**config.mk**
```make
export PLATFORM = sky130hd
export DESIGN_NAME = rmw_alu
export DESIGN_NICKNAME = d
export VERILOG_FILES = /design/src/rtl/rmw_alu_pkg.sv /design/src/rtl/rmw_mem_unit.sv /design/src/rtl/rmw_acc_unit.sv /design/src/rtl/rmw_alu.sv
export SDC_FILE = /design/constraint.sdc
export NUM_CORES = 1
export LEC_CHECK = 0
export ABC_CLOCK_PERIOD_IN_PS = 5000
export BUFFER_PORTS_ARGS = -buffer_cell sky130_fd_sc_hd__buf_2
export CORE_MARGIN = 2
export CORE_UTILIZATION = 50
export CTS_CLUSTER_DIAMETER = 50
export DETAILED_ROUTE_END_ITERATION = 8
export GPL_ROUTABILITY_DRIVEN = 0
export PLACE_DENSITY_LB_ADDON = 0.2
export SLEW_MARGIN = 20
export SYNTH_ARGS = -nofsm -noshare
export SYNTH_HDL_FRONTEND = slang
export SYNTH_HIERARCHICAL = 1
export SYNTH_SLANG_ARGS = --single-unit
```
**constraint.sdc**
```tcl
create_clock -name clk -period 5 [get_ports clk]
set_input_delay 0 -clock clk [delete_from_list [all_inputs] [get_ports clk]]
set_output_delay 0 -clock clk [all_outputs]
set_load 0.05 [all_outputs]
```
**src/rtl/rmw_alu_pkg.sv**
```systemverilog
package rmw_alu_pkg;
  typedef enum logic [3:0] {
    OP_SLO = 4'd0,
    OP_RLA = 4'd1,
    OP_SRE = 4'd2,
    OP_RRA = 4'd3,
    OP_DCP = 4'd4,
    OP_ISC = 4'd5,
    OP_ANC = 4'd6,
    OP_ASR = 4'd7,
    OP_ARR = 4'd8,
    OP_SBX = 4'd9,
    OP_LAX = 4'd10,
    OP_SAX = 4'd11,
    OP_LXA = 4'd12
  } fused_op_e;
endpackage

```
**src/rtl/rmw_mem_unit.sv**
```systemverilog
module rmw_mem_unit
  import rmw_alu_pkg::*;
#(
  parameter int W = 8
) (
  input  fused_op_e      op,
  input  logic [W-1:0]   a_in,
  input  logic [W-1:0]   x_in,
  input  logic [W-1:0]   m_in,
  input  logic           c_in,
  output logic [W-1:0]   m_new,
  output logic           c_mod,
  output logic           we
);
  localparam logic [W-1:0] ONE = {{(W-1){1'b0}}, 1'b1};

  always_comb begin
    m_new = m_in;
    c_mod = c_in;
    we    = 1'b0;
    unique case (op)
      OP_SLO: begin m_new = {m_in[W-2:0], 1'b0}; c_mod = m_in[W-1]; we = 1'b1; end
      OP_RLA: begin m_new = {m_in[W-2:0], c_in}; c_mod = m_in[W-1]; we = 1'b1; end
      OP_SRE: begin m_new = {1'b0, m_in[W-1:1]}; c_mod = m_in[0];   we = 1'b1; end
      OP_RRA: begin m_new = {c_in, m_in[W-1:1]}; c_mod = m_in[0];   we = 1'b1; end
      OP_DCP: begin m_new = m_in - ONE; we = 1'b1; end
      OP_ISC: begin m_new = m_in + ONE; we = 1'b1; end
      OP_SAX: begin m_new = a_in & x_in; we = 1'b1; end
      default: ;
    endcase
  end
endmodule

```
**src/rtl/rmw_acc_unit.sv**
```systemverilog
module rmw_acc_unit
  import rmw_alu_pkg::*;
#(
  parameter int           W       = 8,
  parameter logic [W-1:0] LXA_MIX = '1
) (
  input  fused_op_e      op,
  input  logic [W-1:0]   a_in,
  input  logic [W-1:0]   x_in,
  input  logic [W-1:0]   m_in,
  input  logic [W-1:0]   m_new,
  input  logic           c_mod,
  input  logic           n_in,
  input  logic           z_in,
  input  logic           c_in,
  input  logic           v_in,
  output logic [W-1:0]   a_nx,
  output logic [W-1:0]   x_nx,
  output logic           n_nx,
  output logic           z_nx,
  output logic           c_nx,
  output logic           v_nx
);
  logic [W-1:0] lhs, rhs, masked, nz_src;
  logic         cin, set_nz, ovf;
  logic [W:0]   sum;

  // one shared adder serves add, subtract, compare and masked-X subtract
  always_comb begin
    lhs = a_in;
    rhs = ~m_new;
    cin = 1'b1;
    unique case (op)
      OP_RRA: begin rhs = m_new; cin = c_mod; end
      OP_ISC: cin = c_in;
      OP_SBX: begin lhs = a_in & x_in; rhs = ~m_in; end
      default: ;
    endcase
  end

  assign sum    = {1'b0, lhs} + {1'b0, rhs} + {{W{1'b0}}, cin};
  assign ovf    = (lhs[W-1] == rhs[W-1]) && (sum[W-1] != lhs[W-1]);
  assign masked = a_in & m_in;

  always_comb begin
    a_nx   = a_in;
    x_nx   = x_in;
    c_nx   = c_in;
    v_nx   = v_in;
    set_nz = 1'b1;
    nz_src = '0;
    unique case (op)
      OP_SLO: begin a_nx = a_in | m_new; c_nx = c_mod; end
      OP_RLA: begin a_nx = a_in & m_new; c_nx = c_mod; end
      OP_SRE: begin a_nx = a_in ^ m_new; c_nx = c_mod; end
      OP_RRA: begin a_nx = sum[W-1:0]; c_nx = sum[W]; v_nx = ovf; end
      OP_DCP: c_nx = sum[W];
      OP_ISC: begin a_nx = sum[W-1:0]; c_nx = sum[W]; v_nx = ovf; end
      OP_ANC: begin a_nx = masked; c_nx = masked[W-1]; end
      OP_ASR: begin a_nx = {1'b0, masked[W-1:1]}; c_nx = masked[0]; end
      OP_ARR: begin
        a_nx = {c_in, masked[W-1:1]};
        c_nx = masked[W-1];
        v_nx = masked[W-1] ^ masked[W-2];
      end
      OP_SBX: begin x_nx = sum[W-1:0]; c_nx = sum[W]; end
      OP_LAX: begin a_nx = m_in; x_nx = m_in; end
      OP_LXA: begin a_nx = (a_in | LXA_MIX) & m_in; x_nx = (a_in | LXA_MIX) & m_in; end
      default: set_nz = 1'b0;
    endcase
    if (op == OP_SAX) set_nz = 1'b0;
    unique case (op)
      OP_DCP:  nz_src = sum[W-1:0];
      OP_SBX:  nz_src = x_nx;
      default: nz_src = a_nx;
    endcase
    n_nx = set_nz ? nz_src[W-1] : n_in;
    z_nx = set_nz ? (nz_src == '0) : z_in;
  end
endmodule

```
**src/rtl/rmw_alu.sv**
```systemverilog
module rmw_alu
  import rmw_alu_pkg::*;
#(
  parameter int           W       = 8,
  parameter logic [W-1:0] LXA_MIX = '1
) (
  input  logic         clk,
  input  logic         rst,
  input  logic         in_valid,
  input  logic [3:0]   op,
  input  logic [W-1:0] a_in,
  input  logic [W-1:0] x_in,
  input  logic [W-1:0] m_in,
  input  logic         n_in,
  input  logic         z_in,
  input  logic         c_in,
  input  logic         v_in,
  input  logic         d_in,
  output logic         out_valid,
  output logic [W-1:0] a_out,
  output logic [W-1:0] x_out,
  output logic [W-1:0] m_out,
  output logic         m_we,
  output logic         n_out,
  output logic         z_out,
  output logic         c_out,
  output logic         v_out
);
  fused_op_e    op_e;
  logic [W-1:0] m_new, a_nx, x_nx;
  logic         c_mod, we_nx, n_nx, z_nx, c_nx, v_nx;

  assign op_e = fused_op_e'(op);

  rmw_mem_unit #(.W(W)) u_mem (
    .op(op_e), .a_in(a_in), .x_in(x_in), .m_in(m_in), .c_in(c_in),
    .m_new(m_new), .c_mod(c_mod), .we(we_nx)
  );

  rmw_acc_unit #(.W(W), .LXA_MIX(LXA_MIX)) u_acc (
    .op(op_e), .a_in(a_in), .x_in(x_in), .m_in(m_in), .m_new(m_new),
    .c_mod(c_mod), .n_in(n_in), .z_in(z_in), .c_in(c_in), .v_in(v_in),
    .a_nx(a_nx), .x_nx(x_nx), .n_nx(n_nx), .z_nx(z_nx), .c_nx(c_nx), .v_nx(v_nx)
  );

  always_ff @(posedge clk) begin
    if (rst) begin
      out_valid <= 1'b0;
      m_we      <= 1'b0;
      a_out     <= '0;
      x_out     <= '0;
      m_out     <= '0;
      {n_out, z_out, c_out, v_out} <= 4'b0;
    end else begin
      out_valid <= in_valid;
      m_we      <= in_valid & we_nx;
      if (in_valid) begin
        a_out <= a_nx;
        x_out <= x_nx;
        m_out <= m_new;
        {n_out, z_out, c_out, v_out} <= {n_nx, z_nx, c_nx, v_nx};
      end
    end
  end
endmodule

```
==> impl_metrics.tcl <==
set metrics [dict create \
    synth_nets 553 \
    r2r-start "x_out[2]" \
    cts_resized 0 \
    syn_area_per_cell_um2 7.63 \
    critPathArrivalTime_ps 4550 \
    hold_ws_ps 103 \
    wl_met3_um 1120 \
    utilization_pct 57.8 \
    die-area_um2 8110 \
    max_cap_violations 0 \
    cts.sinks 30 \
    final_nets 610 \
    final_cell_mix "nor2_1, buf_2, nand2_1" \
    cts_buffers 5 \
    end_kind "flop" \
    slowest_delay_ps 520 \
    synth-seq-area-share_pct 16.2 \
    clk_latency_ps 280 \
    worst_slew_pin_slew_ps 988 \
    antenna_found_initial 0 \
    hpwl_um 8730 \
    tns_ps 0 \
    timing.rr.end "x_out[2]" \
    grt_pass1_vias 3783 \
    worstHoldStart "z_in" \
    setup_viol 0 \
    gr-usage-all-layers_pct 28.7 \
    ctsRootBufferMaster "clkbuf_8" \
    fmax_mhz 232 \
    final_cell_count_no_fill 642 \
    period_minus_slack_ps 4310 \
    fin_skew_ps 0 \
    reg2reg_slack_ps 4310 \
    rsz0062_at_grt "no" \
    critPathBufInv 2 \
    critical-path-slowest-cell "or4_1" \
    final_common_cell "nor2_1" \
    start_util_pct 51.3 \
    fin_crit_sh_pct 86.3 \
    hold_depth 5 \
    htree_num_levels 2 \
    synth_edf_count 0 \
    yosysUniqueCellTypes 79 \
    fillers 741 \
    cp-endpoint "z_out" \
    p_leak_uw 0.00196 \
    crit_start "op[1]" \
    hold_viol 0 \
    vdd_drop_max_mv 0.185 \
    vias 3997 \
    wire_per_inst_um 18.2 \
    r2r_cells 2 \
    antenna_left 0 \
    dieWidth_um 90.1 \
    dp_cells 634 \
    grt_pass1_wl_um 18900 \
    path_class "primary input to flop" \
    netlist_area_um2 3700 \
    coreArea_um2 7210 \
    drv_slew 0 \
    clk_path_buf_depth 2 \
    wl_met2_um 5220 \
    post_cts_buffers 0 \
    critPathLaunchType "primary input" \
    drt_iter0_drc 386 \
    clkTransAtPathRegs_ps 70 \
    port_buffers 64 \
    grt_max_degree 34 \
    die_h_um 90.1 \
    yosys.area.top_type "dfxtp_1" \
    rows 31 \
    hold_class "primary input to flop" \
    synthArstFlopShare_pct 0 \
    drc 0 \
    crit_required_ps 5240 \
    diodes 0 \
    wl_um 11700 \
    cp.depth 21 \
    cts_tree "built" \
    maxUsedRoutingLayer "met4" \
    dr.pass1.iters 5 \
    crit_path_max_fanout 9 \
    drive_above_1_share_pct 19.2 \
    fin_total_pwr_uw 976 \
    global_route.overflow_total 0 \
    synthToLayoutAreaGrowth_pct 12.7 \
    synth_cells 485 \
    viasPerCell 6.23 \
    synthTopCellsByArea "dfxtp_1, ha_1, mux2i_1" \
    ys_ff_latch 30 \
    synth_warnings 6 \
    holdBufCountCts 0 \
    synth_ff_type "dfxtp_1" \
    wirelength_met1_um 4790 \
    path_cells "buf_2 > nand2b_1 > nor2_1 > nand2_1 > buf_4 > ha_1 > nor2b_1 > o31a_1 > o21ai_1 > mux2i_1 > nand3_1 > nand2_1 > o221ai_1 > ha_1 > or4_1 > o211ai_1 > o2bb2ai_1 > o32a_1 > o41ai_2 > mux2i_1 > nor2_1" \
    slew_headroom_pct 33.2 \
    crit_family "compound AO/OA/AOI/OAI gates" \
    pwr_density_cell_nw_per_um2 234 \
    ios 66 \
    outcome "finished, final reports clean" \
    synth_top_area_share_pct 16.2 \
]
[routing by layer]
| layer | vias to the layer above | global-route usage (%) |
|---|---|---|
| li1 | 1891 | - |
| met5 | - | 0 |
| met3 | 47 | 6.62 |
| met1 | 1843 | 36.1 |
| met2 | 216 | 45.3 |
| met4 | 0 | 15.6 |
[worst min-delay path, delay by kind of cell]
kind                   cells  cell delay (ps)
buffers and inverters      1               80
AND/OR/NAND/NOR            2              160
multiplexers               1               60
AO/OA/AOI/OAI              1               70
[report_power, final]
| group | switching [uW] | internal (uW) | leakage, uW |
|---|---|---|---|
| Sequential | 8.75 | 258 | 0.000247 |
| Clock | 98.5 | 111 | 0.0000482 |
| Combinational | 324 | 176 | 0.00167 |
| Total | 431 | 545 | 0.00196 |
[logic make-up (layout without fill, tap and decap cells)]
group | Yosys count | after routing | synth area share [%]
buffers and inverters | 54 | 112 | 7.37
muxes | 35 | 35 | 9.46
xor gates and xnor gates | 13 | 13 | 3.08
adders and majority gates | 32 | 32 | 11.4
and+or+nand+nor | 190 | 190 | 26.4
AOI/OAI and AO/OA | 131 | 131 | 26.1
DFF | 30 | 30 | 16.2
[through the flow]
step / setup slack [ps] / instance area (um2)
5_1_grt: 295 / 4170
2_1_floorplan: 675 / 3700
6_report: 686 / 4170
3_5_place_dp: 395 / 4080
4_1_cts: 699 / 4170
3_3_place_gp: 554 / 4080
[registers in the layout (all words and copies together) (netlist names)]
name / cells
a_out: 8
c_out: 1
m_out: 8
m_we: 1
n_out: 1
out_valid: 1
v_out: 1
x_out: 8
z_out: 1
[how the worst min path moves through the flow]
stage	to
2_1_floorplan	out_valid
3_3_place_gp	z_out
3_5_place_dp	z_out
4_1_cts	z_out
5_1_grt	z_out
6_report	z_out
[cell usage after synthesis, types with 3 or more instances]
library cell	instances
a211oi_1	3
a21o_1	5
a21oi_1	22
a221o_1	4
a31oi_1	5
a32o_1	3
a32oi_1	6
and2_1	4
and2b_1	3
and3_1	3
buf_2	7
buf_4	4
buf_6	4
clkbuf_1	12
dfxtp_1	30
fa_1	3
ha_1	29
inv_1	25
mux2i_1	35
nand2_1	39
nand2b_1	7
nand3_1	10
nand3b_1	3
nand4_1	4
nand4b_1	3
nor2_1	72
nor2b_1	9
nor3_1	3
nor3b_1	4
nor4b_1	3
o2111ai_1	3
o211ai_1	6
o21a_1	3
o21ai_0	22
o21ai_1	3
o221ai_1	8
o22a_1	5
o22ai_1	7
or2_2	3
or3_1	4
xnor2_1	6
xor2_1	7
[cell type report]
| type | instances | area [um2] | area share (%) |
|---|---|---|---|
| clock buffer | 7 | 86.3 | 2.07 |
| clock inverter | 1 | 5.00 | 0.120 |
| inverter | 25 | 93.8 | 2.25 |
| multi-input combinational | 401 | 2830 | 67.8 |
| sequential | 30 | 601 | 14.4 |
| tap | 99 | 124 | 2.97 |
| timing repair buffer | 79 | 433 | 10.4 |
Power figures use the tool's default switching activity.
